$ cat config.mk
export PLATFORM = sky130hd
export DESIGN_NAME = parade_light_ctrl
export DESIGN_NICKNAME = d
export VERILOG_FILES = /design/src/rtl/parade_light_pkg.sv /design/src/rtl/parade_mode_fsm.sv /design/src/rtl/light_seq_fsm.sv /design/src/rtl/lamp_decode.sv /design/src/rtl/parade_light_ctrl.sv
export SDC_FILE = /design/constraint.sdc
export NUM_CORES = 1
export LEC_CHECK = 0
export BUFFER_PORTS_ARGS = -buffer_cell sky130_fd_sc_hd__buf_4
export CAP_MARGIN = 20
export CORE_AREA = 2 2 39 41
export DETAILED_ROUTE_END_ITERATION = 10
export DIE_AREA = 0 0 41 43
export PLACE_DENSITY = 0.43
export SLEW_MARGIN = 20
export SYNTH_ARGS = -nofsm -noshare
export SYNTH_HDL_FRONTEND = slang
export SYNTH_SLANG_ARGS = --single-unit
$ cat constraint.sdc
create_clock -name clk -period 1.64 [get_ports clk]
set_input_delay 0.164 -clock clk [delete_from_list [all_inputs] [get_ports clk]]
set_output_delay 0.164 -clock clk [all_outputs]
set_load 0.005 [all_outputs]
$ cat src/rtl/parade_light_pkg.sv
package parade_light_pkg;
  localparam int LAMP_W  = 2;
  localparam int PHASE_W = 2;

  typedef enum logic [PHASE_W-1:0] {
    PH_A_GO   = 2'b00,
    PH_A_WARN = 2'b01,
    PH_B_GO   = 2'b10,
    PH_B_WARN = 2'b11
  } phase_t;

  localparam logic [LAMP_W-1:0] LAMP_GO   = 2'b00;
  localparam logic [LAMP_W-1:0] LAMP_WARN = 2'b01;
  localparam logic [LAMP_W-1:0] LAMP_STOP = 2'b10;
  localparam logic [LAMP_W-1:0] LAMP_BAD  = 2'b11;
endpackage

$ cat src/rtl/parade_mode_fsm.sv
module parade_mode_fsm (
  input  logic clk,
  input  logic rst,
  input  logic set_i,
  input  logic clr_i,
  output logic flag_o
);
  logic flag_q, flag_d;

  always_comb begin
    flag_d = flag_q;
    if (clr_i)      flag_d = 1'b0;
    else if (set_i) flag_d = 1'b1;
  end

  always_ff @(posedge clk) begin
    if (rst) flag_q <= 1'b0;
    else     flag_q <= flag_d;
  end

  assign flag_o = flag_q;

  assert_clr_wins_R7: assert property (@(posedge clk) disable iff (rst)
    clr_i |=> !flag_o);
  assert_set_raises_R7: assert property (@(posedge clk) disable iff (rst)
    (set_i && !clr_i) |=> flag_o);
  assert_flag_holds_R7: assert property (@(posedge clk) disable iff (rst)
    (!set_i && !clr_i) |=> $stable(flag_o));
  assert_reset_flag_R1: assert property (@(posedge clk)
    $past(rst) |-> !flag_o);
endmodule

$ cat src/rtl/light_seq_fsm.sv
module light_seq_fsm
  import parade_light_pkg::*;
(
  input  logic   clk,
  input  logic   rst,
  input  logic   sense_a_i,
  input  logic   sense_b_i,
  input  logic   hold_b_i,
  output phase_t phase_o
);
  phase_t phase_q, phase_d;

  always_comb begin
    phase_d = phase_q;
    unique case (phase_q)
      PH_A_GO:   phase_d = sense_a_i ? PH_A_GO : PH_A_WARN;
      PH_A_WARN: phase_d = PH_B_GO;
      PH_B_GO:   phase_d = (hold_b_i || sense_b_i) ? PH_B_GO : PH_B_WARN;
      PH_B_WARN: phase_d = PH_A_GO;
      default:   phase_d = PH_A_GO;
    endcase
  end

  always_ff @(posedge clk) begin
    if (rst) phase_q <= PH_A_GO;
    else     phase_q <= phase_d;
  end

  assign phase_o = phase_q;

  assert_reset_phase_R1: assert property (@(posedge clk)
    $past(rst) |-> phase_q == PH_A_GO);
  assert_a_hold_R2: assert property (@(posedge clk) disable iff (rst)
    (phase_q == PH_A_GO && sense_a_i) |=> phase_q == PH_A_GO);
  assert_a_warn_once_R3: assert property (@(posedge clk) disable iff (rst)
    phase_q == PH_A_WARN |=> phase_q == PH_B_GO);
  assert_b_release_R4: assert property (@(posedge clk) disable iff (rst)
    (phase_q == PH_B_GO && !hold_b_i && !sense_b_i) |=> phase_q == PH_B_WARN);
  assert_b_warn_once_R5: assert property (@(posedge clk) disable iff (rst)
    phase_q == PH_B_WARN |=> phase_q == PH_A_GO);
  assert_parade_hold_R6: assert property (@(posedge clk) disable iff (rst)
    (phase_q == PH_B_GO && hold_b_i) |=> phase_q == PH_B_GO);
endmodule

$ cat src/rtl/lamp_decode.sv
module lamp_decode
  import parade_light_pkg::*;
(
  input  logic              clk,
  input  logic              rst,
  input  phase_t            phase_i,
  output logic [LAMP_W-1:0] lamp_a_o,
  output logic [LAMP_W-1:0] lamp_b_o
);
  always_comb begin
    lamp_a_o = LAMP_STOP;
    lamp_b_o = LAMP_STOP;
    unique case (phase_i)
      PH_A_GO:   lamp_a_o = LAMP_GO;
      PH_A_WARN: lamp_a_o = LAMP_WARN;
      PH_B_GO:   lamp_b_o = LAMP_GO;
      PH_B_WARN: lamp_b_o = LAMP_WARN;
      default:   ;
    endcase
  end

  assert_no_code3_R8: assert property (@(posedge clk) disable iff (rst)
    lamp_a_o != LAMP_BAD && lamp_b_o != LAMP_BAD);
  assert_one_street_moves_R8: assert property (@(posedge clk) disable iff (rst)
    lamp_a_o == LAMP_STOP || lamp_b_o == LAMP_STOP);
endmodule

$ cat src/rtl/parade_light_ctrl.sv
module parade_light_ctrl
  import parade_light_pkg::*;
(
  input  logic              clk,
  input  logic              rst,
  input  logic              sense_a,
  input  logic              sense_b,
  input  logic              parade_set,
  input  logic              parade_clr,
  output logic [LAMP_W-1:0] lamp_a,
  output logic [LAMP_W-1:0] lamp_b,
  output logic              parade_on
);
  logic   flag;
  phase_t phase;

  parade_mode_fsm u_mode (
    .clk   (clk),
    .rst   (rst),
    .set_i (parade_set),
    .clr_i (parade_clr),
    .flag_o(flag)
  );

  light_seq_fsm u_seq (
    .clk      (clk),
    .rst      (rst),
    .sense_a_i(sense_a),
    .sense_b_i(sense_b),
    .hold_b_i (flag),
    .phase_o  (phase)
  );

  lamp_decode u_dec (
    .clk     (clk),
    .rst     (rst),
    .phase_i (phase),
    .lamp_a_o(lamp_a),
    .lamp_b_o(lamp_b)
  );

  assign parade_on = flag;

  assert_flag_lag_R9: assert property (@(posedge clk) disable iff (rst)
    (lamp_b == LAMP_GO && !parade_on && !sense_b) |=> lamp_b == LAMP_WARN);
endmodule

-- Yosys cells after proc, flatten, opt, wreduce, memory -nomap -nowiden
Cells that the tools add are included.
- register bits: 3
- output and inout bits: 5
- word-level logic and storage cells: 13
- input port bits: 6
- mux-type cells: 5
- equality and inequality tests: 3
- reduce and logical (&&, ||, !) cells: 3
- operators with widths (operator ; number):
    2-bit one-hot mux with 2 select lines ; 2
    2-bit one-hot mux with 4 select lines ; 1
    2-bit == test (second input constant) ; 2
    2-bit by 1-bit == test with 1-bit output (second input constant) ; 1
    2-bit zero test ; 1
    1-bit two-way mux ; 2
    2-bit OR reduction ; 1
    1-bit logical OR ; 1

-- Longest topological paths before layout
- depth in word-level cells: 3
- gate-level depth with buffers: 4
- mapped depth without buffers: 4

-- Hierarchy
A second synthesis with hierarchy kept.
- cells, all modules: 17
- area total of the unflattened synthesis: 155.1 µm²
- by module, submodules not included (module ; area an instance (µm²) ; cells an instance ; sequential area each (µm²) ; times used):
    light_seq_fsm ; 101.3 ; 10 ; 40.0 ; 1
    parade_mode_fsm ; 33.8 ; 3 ; 20.0 ; 1
    lamp_decode ; 20.0 ; 4 ; 0.0 ; 1

-- Worst setup path before layout
OpenSTA, ideal clock, no wires.
- kind: reg-to-reg
- start point: register u_seq.phase_q[0], in the netlist u_seq.phase_o[0]
- end point: register u_seq.phase_q[0], in the netlist u_seq.phase_o[0]
- clock period less this slack: 1286 ps
- setup slack: 354 ps
- buffers on the path: 0
- library setup time: 70 ps
- data required time: 1570 ps
- stages on the path, launching flop included: 5
- data arrival time: 1216 ps
- cells stage by stage: dfxtp_1 -> inv_1 -> ha_1 -> or4b_1 -> a21oi_1
- cells in the longest elaborated chain, start to end: 2
- elaborated cells between the ends (all ways): 5
- those cells by class: eq/ne: 3; mux: 1; reduce/logical: 1
- ends and longest elaborated chain (what ; line ; text):
    start: declaration ; light_seq_fsm.sv:11 ; phase_t phase_q, phase_d;
    start signal: assignment ; light_seq_fsm.sv:26 ; else phase_q <= phase_d;
    2-bit == test, or another cell as far along ; light_seq_fsm.sv:15 ; unique case (phase_q)
    2-bit one-hot mux with 4 select lines (*) ; light_seq_fsm.sv:15 ;
Mark *: on every way between the ends. The rest lies on a longest branch, timed or not.
A chain may end at the register's enable or synchronous reset.

-- Worst setup path after layout
Ends and elaborated chain as after synthesis.

==> results.sh <==
export IMPL_outcome="finished clean"
export IMPL_clock_latency_ns=0.24
export IMPL_drv_slew=0
export IMPL_holdPathStages=2
export IMPL_antenna_cells=0
export IMPL_postCtsSetupRepairBufs=0
export IMPL_finalSetupTns_ns=0
export IMPL_hp_class="in -> reg"
export IMPL_fmax_ghz=0.732
export IMPL_yosys_warnings=0
export IMPL_path_delay_family="simple AND/OR/NAND/NOR gates"
export IMPL_antenna_left=0
export IMPL_slew_headroom_pct=88.3
export IMPL_htree_num_levels=1
export IMPL_cts_resized_gates=0
export IMPL_hp_start="parade_clr"
export IMPL_avgViaCountPerCell=3.59
export IMPL_syn_area_per_cell_um2=9.81
export IMPL_max_stage_delay_ns=0.46
export IMPL_cp_data_arrival_time_ns=1.53
export IMPL_core_um2=1380
export IMPL_dieArea_um2=1760
export IMPL_drt_iter0_markers=5
export IMPL_clock_root_buffer="clkbuf_4"
export IMPL_clock_path_buffers=2
export IMPL_cp_startpoint="u_seq.phase_o[0]"
export IMPL_wirelength_um=390
export IMPL_clk_pin_slew_worst_paths_ns=0.04
export IMPL_finalCritPeriodShare_pct=83.3
export IMPL_antenna_found_initial=0
export IMPL_tightest_slew_ns=0.176
export IMPL_drc=0
export IMPL_num_io_pins=11
export IMPL_syn_to_final_growth_pct=65.1
export IMPL_synth_distinct_cells=9
export IMPL_ys_ff_latch=3
export IMPL_final_nets=46
export IMPL_cts_tree="yes"
export IMPL_cp_depth=4
export IMPL_cp_cell_sequence="inv_1 -> ha_1 -> or4b_1 -> a21oi_1"
export IMPL_r2r_start="u_seq.phase_o[0]"
export IMPL_max_vdd_ir_drop_v=0.000592
export IMPL_initial_core_util_pct=13.5
export IMPL_globalRouteOverflowTotal=0
export IMPL_vias=176
export IMPL_gp_congestion=0.649
export IMPL_path_buf_inv=1
export IMPL_ctsHoldBuffers=0
export IMPL_die_h_um=43
export IMPL_dieWidth_um=41
export IMPL_critical_path_slowest_cell="or4b_1"
export IMPL_hold_slack_ns=0.0875
export IMPL_setup_violations=0
export IMPL_cts_made_buffers=3
export IMPL_yosysTopAreaCellShare_pct=40.3
export IMPL_drt_first_pass_iters=2
export IMPL_critical_path_class="reg -> reg"
export IMPL_portBuffers=10
export IMPL_finalHoldViolations=0
export IMPL_cap_viol_max_count=0
export IMPL_period_needed_ns=1.37
export IMPL_drive_above_1_share_pct=39.4
export IMPL_crit_fanout=5
export IMPL_synth_ff_type="dfxtp_1"
export IMPL_synthMostInstantiatedCell="ha_1"
export IMPL_wl_per_cell_um=7.96
export IMPL_syn_area_um2=186
export IMPL_syn_inst=19
export IMPL_total_leakage_power_nw=0.155
export IMPL_synth_edf_count=0
export IMPL_synth_commonest_cells="ha_1 (6), dfxtp_1 (3), nor2_1 (3)"
export IMPL_cts_sinks=3
export IMPL_grt_pass1_vias=173
export IMPL_ys_top_cells_by_area="ha_1 (40%), dfxtp_1 (32%), nor2_1 (6.0%)"
export IMPL_rsz0062_at_grt="false"
export IMPL_ys_seq_area_share_pct=32.2
export IMPL_end_kind="flop"
export IMPL_synthArstFlopShare_pct=0
export IMPL_grt_pass1_wl_um=710
export IMPL_grt_usage_pct=6.32
export IMPL_r2r_cells=4
export IMPL_synth_largest_area_cell="ha_1"
export IMPL_num_rows=14
export IMPL_start_kind="flop"
export IMPL_dp_hpwl_um=316
export IMPL_syn_num_nets=31
export IMPL_clock_skew_ns=0.00496
export IMPL_grt_max_degree=6
export IMPL_worstPathRequired_ns=1.80
export IMPL_power_density_nw_per_um2=890
## through the flow
stage / worst slack, ns / cell area, µm² / power (W) / cells / util (%)
3_5_place_dp: 0.261 / 282 / 0.000143 / 45 / 20.3
5_1_grt: 0.191 / 308 / 0.000301 / 49 / 22.2
6_report: 0.274 / 308 / 0.000274 / 49 / 22.2
3_3_place_gp: 0.308 / 282 / 0.000141 / 45 / 20.3
4_1_cts: 0.259 / 308 / 0.000278 / 49 / 22.2
2_1_floorplan: 0.354 / 186 / 0.000110 / 19 / -
## cells in the final DEF, fill, tap and decap left out, drive strengths merged, types with 2 or more instances in the layout
master / n
buf: 10
ha: 6
clkbuf: 4
nor2: 3
dfxtp: 3
inv: 2
## where the power goes
group	internal (W)	switching, W
Combinational	0.0000331	0.0000219
Sequential	0.0000795	0.00000651
Clock	0.0000914	0.0000414
Total	0.000204	0.0000698
## state kept, by name (all words and copies together) (netlist names)
register       flops
u_mode.flag_o      1
u_seq.phase_o      2
## area by class of cell
cell class | instances | area (µm²)
Clock buffer | 4 | 26.3
Fill cell | 159 | 1080
Tap cell | 16 | 20.0
Sequential cell | 3 | 60.1
Multi-Input combinational cell | 14 | 119
Inverter | 2 | 7.51
Timing Repair Buffer | 10 | 75.1
## cells by family after synthesis
family,count (synthesis),synth area share [%]
AND/OR/NAND/NOR,7,20.8
adder cells (fa/ha/maj),6,40.3
flip-flops,3,32.2
buffers and inverters,2,4.03
AO/OA/AOI/OAI,1,2.68
## per-layer routing
metal	up-vias	share of wire (%)	global-route usage (%)
li1	88	-	-
met1	75	45	7.05
met2	13	39	8.13
met3	0	15	6.28
met4	0	0	2.00
met5	-	0	0
## path summary, 6_finish.rpt
| kind | end | slack [ns] |
|---|---|---|
| max reg2reg | u_seq.phase_o[0] | 0.27 |
| max | u_seq.phase_o[0] | 0.27 |
| min reg2reg | u_mode.flag_o | 0.50 |
| min | u_mode.flag_o | 0.09 |
(Power assumes the default switching activity.)
